==> src/rtl/ext_irq_pkg.sv <==
package ext_irq_pkg;

  typedef enum logic [1:0] {
    SENSE_LOW  = 2'd0,
    SENSE_FALL = 2'd1,
    SENSE_RISE = 2'd2,
    SENSE_BOTH = 2'd3
  } sense_e;

  localparam int REG_W   = 16;
  localparam int ADDR_W  = 3;
  localparam int NUM_IRQ = 8;

  localparam logic [ADDR_W-1:0] OFS_NMI   = 3'd0;
  localparam logic [ADDR_W-1:0] OFS_SENSE = 3'd2;
  localparam logic [ADDR_W-1:0] OFS_REQ   = 3'd4;

  localparam int NMI_LVL_BIT  = 15;
  localparam int NMI_EDGE_BIT = 8;
  localparam int NMI_FLAG_BIT = 1;

endpackage

==> src/rtl/rst_sync.sv <==
module rst_sync (
  input  logic clk,
  input  logic rst_n,
  output logic rst_n_sync
);
  logic meta_q;

  always_ff @(posedge clk or negedge rst_n) begin
    if (!rst_n) begin
      meta_q     <= 1'b0;
      rst_n_sync <= 1'b0;
    end else begin
      meta_q     <= 1'b1;
      rst_n_sync <= meta_q;
    end
  end
endmodule

==> src/rtl/sync_2ff.sv <==
module sync_2ff #(
  parameter int W = 1
) (
  input  logic         clk,
  input  logic         rst_n,
  input  logic [W-1:0] d,
  output logic [W-1:0] q
);
  logic [W-1:0] meta_q;

  always_ff @(posedge clk or negedge rst_n) begin
    if (!rst_n) begin
      meta_q <= '0;
      q      <= '0;
    end else begin
      meta_q <= d;
      q      <= meta_q;
    end
  end
endmodule

==> src/rtl/irq_sense_chan.sv <==
module irq_sense_chan
  import ext_irq_pkg::*;
(
  input  logic   clk,
  input  logic   rst_n,
  input  logic   lvl,
  input  sense_e sense,
  input  logic   clr,
  output logic   flag
);
  logic lvl_d;
  logic rise, fall, hit;
  logic flag_d;

  assign rise = lvl & ~lvl_d;
  assign fall = ~lvl & lvl_d;

  always_comb begin
    hit = 1'b0;
    unique case (sense)
      SENSE_FALL: hit = fall;
      SENSE_RISE: hit = rise;
      SENSE_BOTH: hit = rise | fall;
      default:    hit = 1'b0;
    endcase
    if (sense == SENSE_LOW) flag_d = ~lvl;
    else                    flag_d = hit | (flag & ~clr);
  end

  always_ff @(posedge clk or negedge rst_n) begin
    if (!rst_n) begin
      lvl_d <= 1'b0;
      flag  <= 1'b0;
    end else begin
      lvl_d <= lvl;
      flag  <= flag_d;
    end
  end


  edge_beats_clr_chk: assert property (@(posedge clk) disable iff (!rst_n)
    (sense != SENSE_LOW && hit) |=> flag);


  flag_hold_chk: assert property (@(posedge clk) disable iff (!rst_n)
    (sense != SENSE_LOW && flag && !clr) |=> flag);


  low_level_hold_chk: assert property (@(posedge clk) disable iff (!rst_n)
    (sense == SENSE_LOW && !lvl) |=> flag);
endmodule

==> src/rtl/nmi_chan.sv <==
module nmi_chan (
  input  logic clk,
  input  logic rst_n,
  input  logic lvl,
  input  logic rise_sel,
  input  logic clr,
  output logic flag
);
  logic lvl_d;
  logic hit;
  logic flag_d;

  always_comb begin
    hit    = rise_sel ? (lvl & ~lvl_d) : (~lvl & lvl_d);
    flag_d = hit | (flag & ~clr);
  end

  always_ff @(posedge clk or negedge rst_n) begin
    if (!rst_n) begin
      lvl_d <= 1'b0;
      flag  <= 1'b0;
    end else begin
      lvl_d <= lvl;
      flag  <= flag_d;
    end
  end


  nmi_set_by_edge_chk: assert property (@(posedge clk) disable iff (!rst_n)
    $rose(flag) |-> $past(hit));


  nmi_hold_chk: assert property (@(posedge clk) disable iff (!rst_n)
    (flag && !clr) |=> flag);
endmodule

==> src/rtl/ext_irq_sense_ctrl.sv <==
module ext_irq_sense_ctrl
  import ext_irq_pkg::*;
(
  input  logic              clk,
  input  logic              rst_n,
  input  logic [ADDR_W-1:0] bus_addr,
  input  logic              bus_wr,
  input  logic              bus_rd,
  input  logic [REG_W-1:0]  bus_wdata,
  output logic [REG_W-1:0]  bus_rdata,
  input  logic [NUM_IRQ-1:0] irq_pin,
  input  logic              nmi_pin,
  output logic [NUM_IRQ-1:0] irq_req,
  output logic              nmi_req
);
  localparam int SENSE_W = 2 * NUM_IRQ;

  logic               rst_n_i;
  logic [NUM_IRQ-1:0] irq_lvl;
  logic               nmi_lvl;
  logic [SENSE_W-1:0] sense_q, sense_d;
  logic               nmi_edge_q, nmi_edge_d;
  logic               wr_sense, wr_req, wr_nmi;
  logic [NUM_IRQ-1:0] req_clr;
  logic               nmi_clr;
  logic [NUM_IRQ-1:0] flags;
  logic               nmi_flag;

  rst_sync u_rst (.clk(clk), .rst_n(rst_n), .rst_n_sync(rst_n_i));

  sync_2ff #(.W(NUM_IRQ + 1)) u_sync (
    .clk(clk), .rst_n(rst_n_i),
    .d({nmi_pin, irq_pin}),
    .q({nmi_lvl, irq_lvl})
  );

  assign wr_sense = bus_wr && (bus_addr == OFS_SENSE);
  assign wr_req   = bus_wr && (bus_addr == OFS_REQ);
  assign wr_nmi   = bus_wr && (bus_addr == OFS_NMI);

  always_comb begin
    sense_d    = sense_q;
    nmi_edge_d = nmi_edge_q;
    if (wr_sense) sense_d    = bus_wdata[SENSE_W-1:0];
    if (wr_nmi)   nmi_edge_d = bus_wdata[NMI_EDGE_BIT];
    req_clr = wr_req ? ~bus_wdata[NUM_IRQ-1:0] : '0;
    nmi_clr = wr_nmi && !bus_wdata[NMI_FLAG_BIT];
  end

  always_ff @(posedge clk or negedge rst_n_i) begin
    if (!rst_n_i) begin
      sense_q    <= '0;
      nmi_edge_q <= 1'b0;
    end else begin
      sense_q    <= sense_d;
      nmi_edge_q <= nmi_edge_d;
    end
  end

  for (genvar g = 0; g < NUM_IRQ; g++) begin : g_chan
    irq_sense_chan u_chan (
      .clk(clk), .rst_n(rst_n_i),
      .lvl(irq_lvl[g]),
      .sense(sense_e'(sense_q[2*g+1:2*g])),
      .clr(req_clr[g]),
      .flag(flags[g])
    );
  end

  nmi_chan u_nmi (
    .clk(clk), .rst_n(rst_n_i),
    .lvl(nmi_lvl), .rise_sel(nmi_edge_q),
    .clr(nmi_clr), .flag(nmi_flag)
  );

  assign irq_req = flags;
  assign nmi_req = nmi_flag;

  always_comb begin
    bus_rdata = '0;
    if (bus_rd) begin
      unique case (bus_addr)
        OFS_NMI: begin
          bus_rdata[NMI_LVL_BIT]  = nmi_lvl;
          bus_rdata[NMI_EDGE_BIT] = nmi_edge_q;
          bus_rdata[NMI_FLAG_BIT] = nmi_flag;
        end
        OFS_SENSE: bus_rdata[SENSE_W-1:0] = sense_q;
        OFS_REQ:   bus_rdata[NUM_IRQ-1:0] = flags;
        default:   bus_rdata = '0;
      endcase
    end
  end


  req_upper_zero_chk: assert property (@(posedge clk) disable iff (!rst_n_i)
    (bus_rd && bus_addr == OFS_REQ) |-> (bus_rdata[REG_W-1:NUM_IRQ] == '0));
endmodule

==> config.mk <==
export PLATFORM = sky130hd
export DESIGN_NAME = ext_irq_sense_ctrl
export DESIGN_NICKNAME = d
export VERILOG_FILES = /design/src/rtl/ext_irq_pkg.sv /design/src/rtl/rst_sync.sv /design/src/rtl/sync_2ff.sv /design/src/rtl/irq_sense_chan.sv /design/src/rtl/nmi_chan.sv /design/src/rtl/ext_irq_sense_ctrl.sv
export SDC_FILE = /design/constraint.sdc
export NUM_CORES = 1
export LEC_CHECK = 0
export ABC_AREA = 1
export BUFFER_PORTS_ARGS = -buffer_cell sky130_fd_sc_hd__buf_4
export CAP_MARGIN = 25
export CORE_MARGIN = 2
export CORE_UTILIZATION = 51
export CTS_BUF_LIST = sky130_fd_sc_hd__clkbuf_8
export DETAILED_ROUTE_END_ITERATION = 8
export PLACE_DENSITY = 0.77
export SLEW_MARGIN = 30
export SYNTH_ARGS = -nofsm -noshare
export SYNTH_HDL_FRONTEND = slang
export SYNTH_SLANG_ARGS = --single-unit
==> constraint.sdc <==
create_clock -name clk -period 1.7 [get_ports clk]
set_clock_uncertainty 0.15 [all_clocks]
set_input_delay 0.17 -clock clk [delete_from_list [all_inputs] [get_ports clk]]
set_output_delay 0.17 -clock clk [all_outputs]
set_load 0.01 [all_outputs]
# Word-level counts from Yosys, hierarchy flattened
# Index checks and enable logic that the tools add are counted.
# totals
register_bits	55
wordCells	161
output_inout_bits	25
input_bits	32
# classes
n_reduce_logical	14
eq_ne	26
muxes	25
bitwise_logic	72
# ops
cell	count
2-bit == test, second input constant	16
1-bit bitwise AND	27
1-bit NOT	27
1-bit one-hot mux with 3 select lines	9
1-bit bitwise OR	17
2-bit by 1-bit == test with 1-bit output, second input constant	8
2-bit logical NOT	8
16-bit 2-to-1 mux	1
6-bit one-hot mux with 2 select lines	1
1-bit 2-to-1 mux	9
8-bit 2-to-1 mux	1
8-bit NOT	1
6-bit 2-to-1 mux	1
1-bit one-hot mux with 2 select lines	3
1-bit logical AND	4
3-bit by 2-bit == test with 1-bit output, second input constant	1
3-bit == test, second input constant	1
3-bit logical NOT	1
1-bit logical NOT	1

# Longest topological paths before layout
# logic_depth
ltp_word	7
mapped_depth	7
ltp_nobuf	7

# Modules after synthesis
# From an unflattened synthesis, not the netlist that was laid out.
# hier_totals
cells_unflattened	318
hier_area_um2	2707.6
# by_module_without_submodules
mod	instances	seq_area_each_um2	area_per_inst_um2	cells_per_inst
irq_sense_chan	8	50.0	138.9	19
ext_irq_sense_ctrl	1	425.4	1008.5	135
sync_2ff	1	450.4	450.4	18
nmi_chan	1	50.0	83.8	10
rst_sync	1	50.0	53.8	3

# Least setup slack after synthesis
# OpenSTA, ideal clock, no wires.
# synth_path
path_type	in2out
start	input bus_rd
end	output bus_rdata[4]
t_arrival_ns	0.846
path_slack_ns	0.534
cell_stages	4
n_path_buf	2
required_time_ns	1.380
path_cell_list	buf_2 nand3_1 buf_2 o22ai_1
# synth_via
elab_chain_len	1
# synth_rtl
item	line	source
start: declaration	ext_irq_sense_ctrl.sv:8	input logic bus_rd,
16-bit 2-to-1 mux	ext_irq_sense_ctrl.sv:81	if (bus_rd) begin
end: declaration	ext_irq_sense_ctrl.sv:10	output logic [REG_W-1:0] bus_rdata,
# Every way passes these cells.

# Worst setup path after layout
# layout_path
start	register sense_q[1]
end	output bus_rdata[1]
# layout_via
elab_chain_len	2
# layout_rtl
item	line	source
start: declaration	ext_irq_sense_ctrl.sv:21	logic [SENSE_W-1:0] sense_q, sense_d;
start signal: assignment	ext_irq_sense_ctrl.sv:55	sense_q <= sense_d;
1-bit one-hot mux with 3 select lines	ext_irq_sense_ctrl.sv:82	unique case (bus_addr)
16-bit 2-to-1 mux	ext_irq_sense_ctrl.sv:81	
# Every way passes these cells.

==> flow_summary.json <==
{
  "status": "finished clean",
  "overflow": 0,
  "cts_resized": 0,
  "path_cells": "nand3_1, nand3_1, nand2_1, inv_1, buf_4",
  "power.switching_uw": 897,
  "yosysWarnings": 0,
  "post_cts_buffers": 0,
  "rsz0062_at_grt": "false",
  "synth_area_leader_cell": "dfrtp_1",
  "h-tree-depth": 2,
  "cts_buffers": 5,
  "synth_most_common_cell": "dfrtp_1",
  "power_leakage_uw": 0.00183,
  "clk_pin_slew_ns": 0.09,
  "arrival_ns": 1.17,
  "ys.flop_type": "dfrtp_1",
  "cts_buffer_depth": 2,
  "timing_hold_violations_final": 0,
  "drt-initial-drc-count": 93,
  "finalSetupTns_ns": 0,
  "critPathSlowestCell": "dfrtp_1",
  "avgSynthCellArea_sq_um": 9.25,
  "grt_pass1_vias": 2226,
  "timing.final.crit_share": 0.877,
  "gp_congestion": 0.789,
  "die_height_um": 76.8,
  "cts_root_buffer": "clkbuf_8",
  "route.detailed.drc": 0,
  "seq_area_frac_synth": 0.510,
  "avgRoutedWirePerCell_um": 12.4,
  "synth_edf_count": 0,
  "final_area_sq_mm": 0.00348,
  "combPwrFrac": 0.224,
  "dp_hpwl_um": 3860,
  "clkPwrFrac": 0.240,
  "insertion_delay_ns": 0.31,
  "max_freq_mhz": 670,
  "synth_area_leaders": "dfrtp_1, nand2_1, ha_1",
  "syn_inst": 292,
  "seq_power_share": 0.536,
  "synth.top_cell.area_share": 0.510,
  "critPathMaxStageDelay_ns": 0.44,
  "dieArea_sq_mm": 0.00589,
  "antennaDiodeCount": 0,
  "crit_top_cell": "nand3_1",
  "core-area_sq_mm": 0.00511,
  "critPathCaptureType": "output port",
  "cp_max_fo": 5,
  "start_util": 0.529,
  "path_class": "reg -> out",
  "dr.pass1.iters": 4,
  "p_sw_frac": 0.297,
  "die_w_um": 76.8,
  "ioPinCount": 57,
  "synth_cell_types": 23,
  "vias_per_cell": 4.93,
  "async_flop_share": 1.00,
  "grt_pass1_wl_um": 9450,
  "fin_cells": 440,
  "cts.sinks": 55,
  "io_buffers": 56,
  "area_growth_pct": 29.0,
  "path_delay_family": "flip-flops",
  "grt_max_degree": 37,
  "netlist_area_sq_mm": 0.00270,
  "vias": 2169,
  "setup_violations": 0,
  "row_count": 26,
  "crit_buf_inv": 2,
  "drive_above_1_share": 0.257,
  "routed_wl_um": 5440,
  "slew_viol_final": 0,
  "layout.nets": 417,
  "period_minus_slack_ns": 1.49,
  "critPathLaunchType": "flip-flop",
  "ir_drop_mv": 0.528,
  "ant_nets": 0,
  "antenna_found_initial": 0,
  "synth_commonest_cells": "dfrtp_1, nand2_1, inv_1, nand3_1, ha_1",
  "p_per_area_mw_per_mm2": 868,
  "syn_nets": 340,
  "cap_violations": 0,
  "ys_ff_latch": 55,
  "crit_required_ns": 1.38,
  "grt_usage": 0.201,
  "crit_cells": 5,
  "intPower_uw": 2130,
  "dp_cells": 406,
  "dpl_cell_area_sq_mm": 0.00313,
  "worst-r2r-cell-count": 6,
  "cts_tree": "done",
  "hp-class": "in -> async"
}
cell usage in the layout, fill, tap and decap left out, drive strengths merged, types with 7 or more instances in the layout:
master        n
o21ai        11
nand2        57
o22ai         7
nand3b        8
a21oi        17
nand3        17
buf          59
nand4         8
nor2         18
nor3          8
inv          55
dfrtp        55
dlygate4sd3  26
ha           16
per-stage QoR:
stage          setup WS (ns)  power [uW]  utilization  hold WS [ns]
6_report               0.209        3020        0.682        0.0245
5_1_grt                0.124        3210        0.682        0.0170
4_1_cts                0.215        3060        0.682       0.00318
3_5_place_dp           0.280        2280        0.613        -0.191
3_3_place_gp           0.307        2250        0.613        -0.196
2_1_floorplan          0.534        2060            -        -0.276
logic make-up after synthesis:
kind of cell	synth area share
buffers and inverters	0.117
AOI/OAI and AO/OA	0.0904
other	0.00139
adders and majority gates	0.0741
DFF	0.510
and+or+nand+nor	0.207
worst paths after layout:
| path | from | to | slack (ns) |
|---|---|---|---|
| worst min register to register | u_rst.rst_n_sync | u_sync.meta_q[2] | 0.06 |
| worst max register to register | u_sync.q[2] | g_chan[2].u_chan.flag | 0.39 |
| max in group asynchronous | u_rst.rst_n_sync | u_sync.q[5] | 0.81 |
| worst max-delay path | sense_q[1] | bus_rdata[1] | 0.21 |
| min in group clk | bus_addr[0] | nmi_edge_q | 0.10 |
| worst min-delay path | rst_n | u_rst.rst_n_sync | 0.02 |
power by group through the flow:
stage | Combinational (uW) | Sequential (uW) | Clock (uW)
2_1_floorplan | 451 | 1610 | 0
3_3_place_gp | 615 | 1640 | 0
3_5_place_dp | 634 | 1650 | 0
4_1_cts | 683 | 1620 | 752
5_1_grt | 762 | 1650 | 802
6_report | 677 | 1620 | 725
layout make-up:
type | count | area [sq um]
clock buffer | 6 | 82.6
clock inverter | 2 | 8.76
fill | 427 | 1630
inverter | 54 | 203
multi-input combinational | 168 | 1010
sequential | 55 | 1380
tap | 70 | 87.6
timing repair buffer | 85 | 716
per-layer routing:
metal,track usage,wire (um)
met4,0.0818,84
met1,0.239,2350
met2,0.354,2770
met5,0,0
met3,0.0400,237
state kept, by name (all words and copies together) (netlist names):
register,count
nmi_edge_q,1
sense_q,16
u_nmi.lvl_d,1
u_rst.rst_n_sync,1
u_sync.meta_q,9
u_sync.q,9
g_chan.u_chan.lvl_d,8
g_chan.u_chan.flag,8
u_rst.meta_q,1
u_nmi.flag,1
what timing repair did:
item,4_1_cts,5_1_grt
endpoints found under the hold margin,28,0
hold buffers,26,0
setup endpoints to repair,0,0
(Power assumes the default switching activity.)
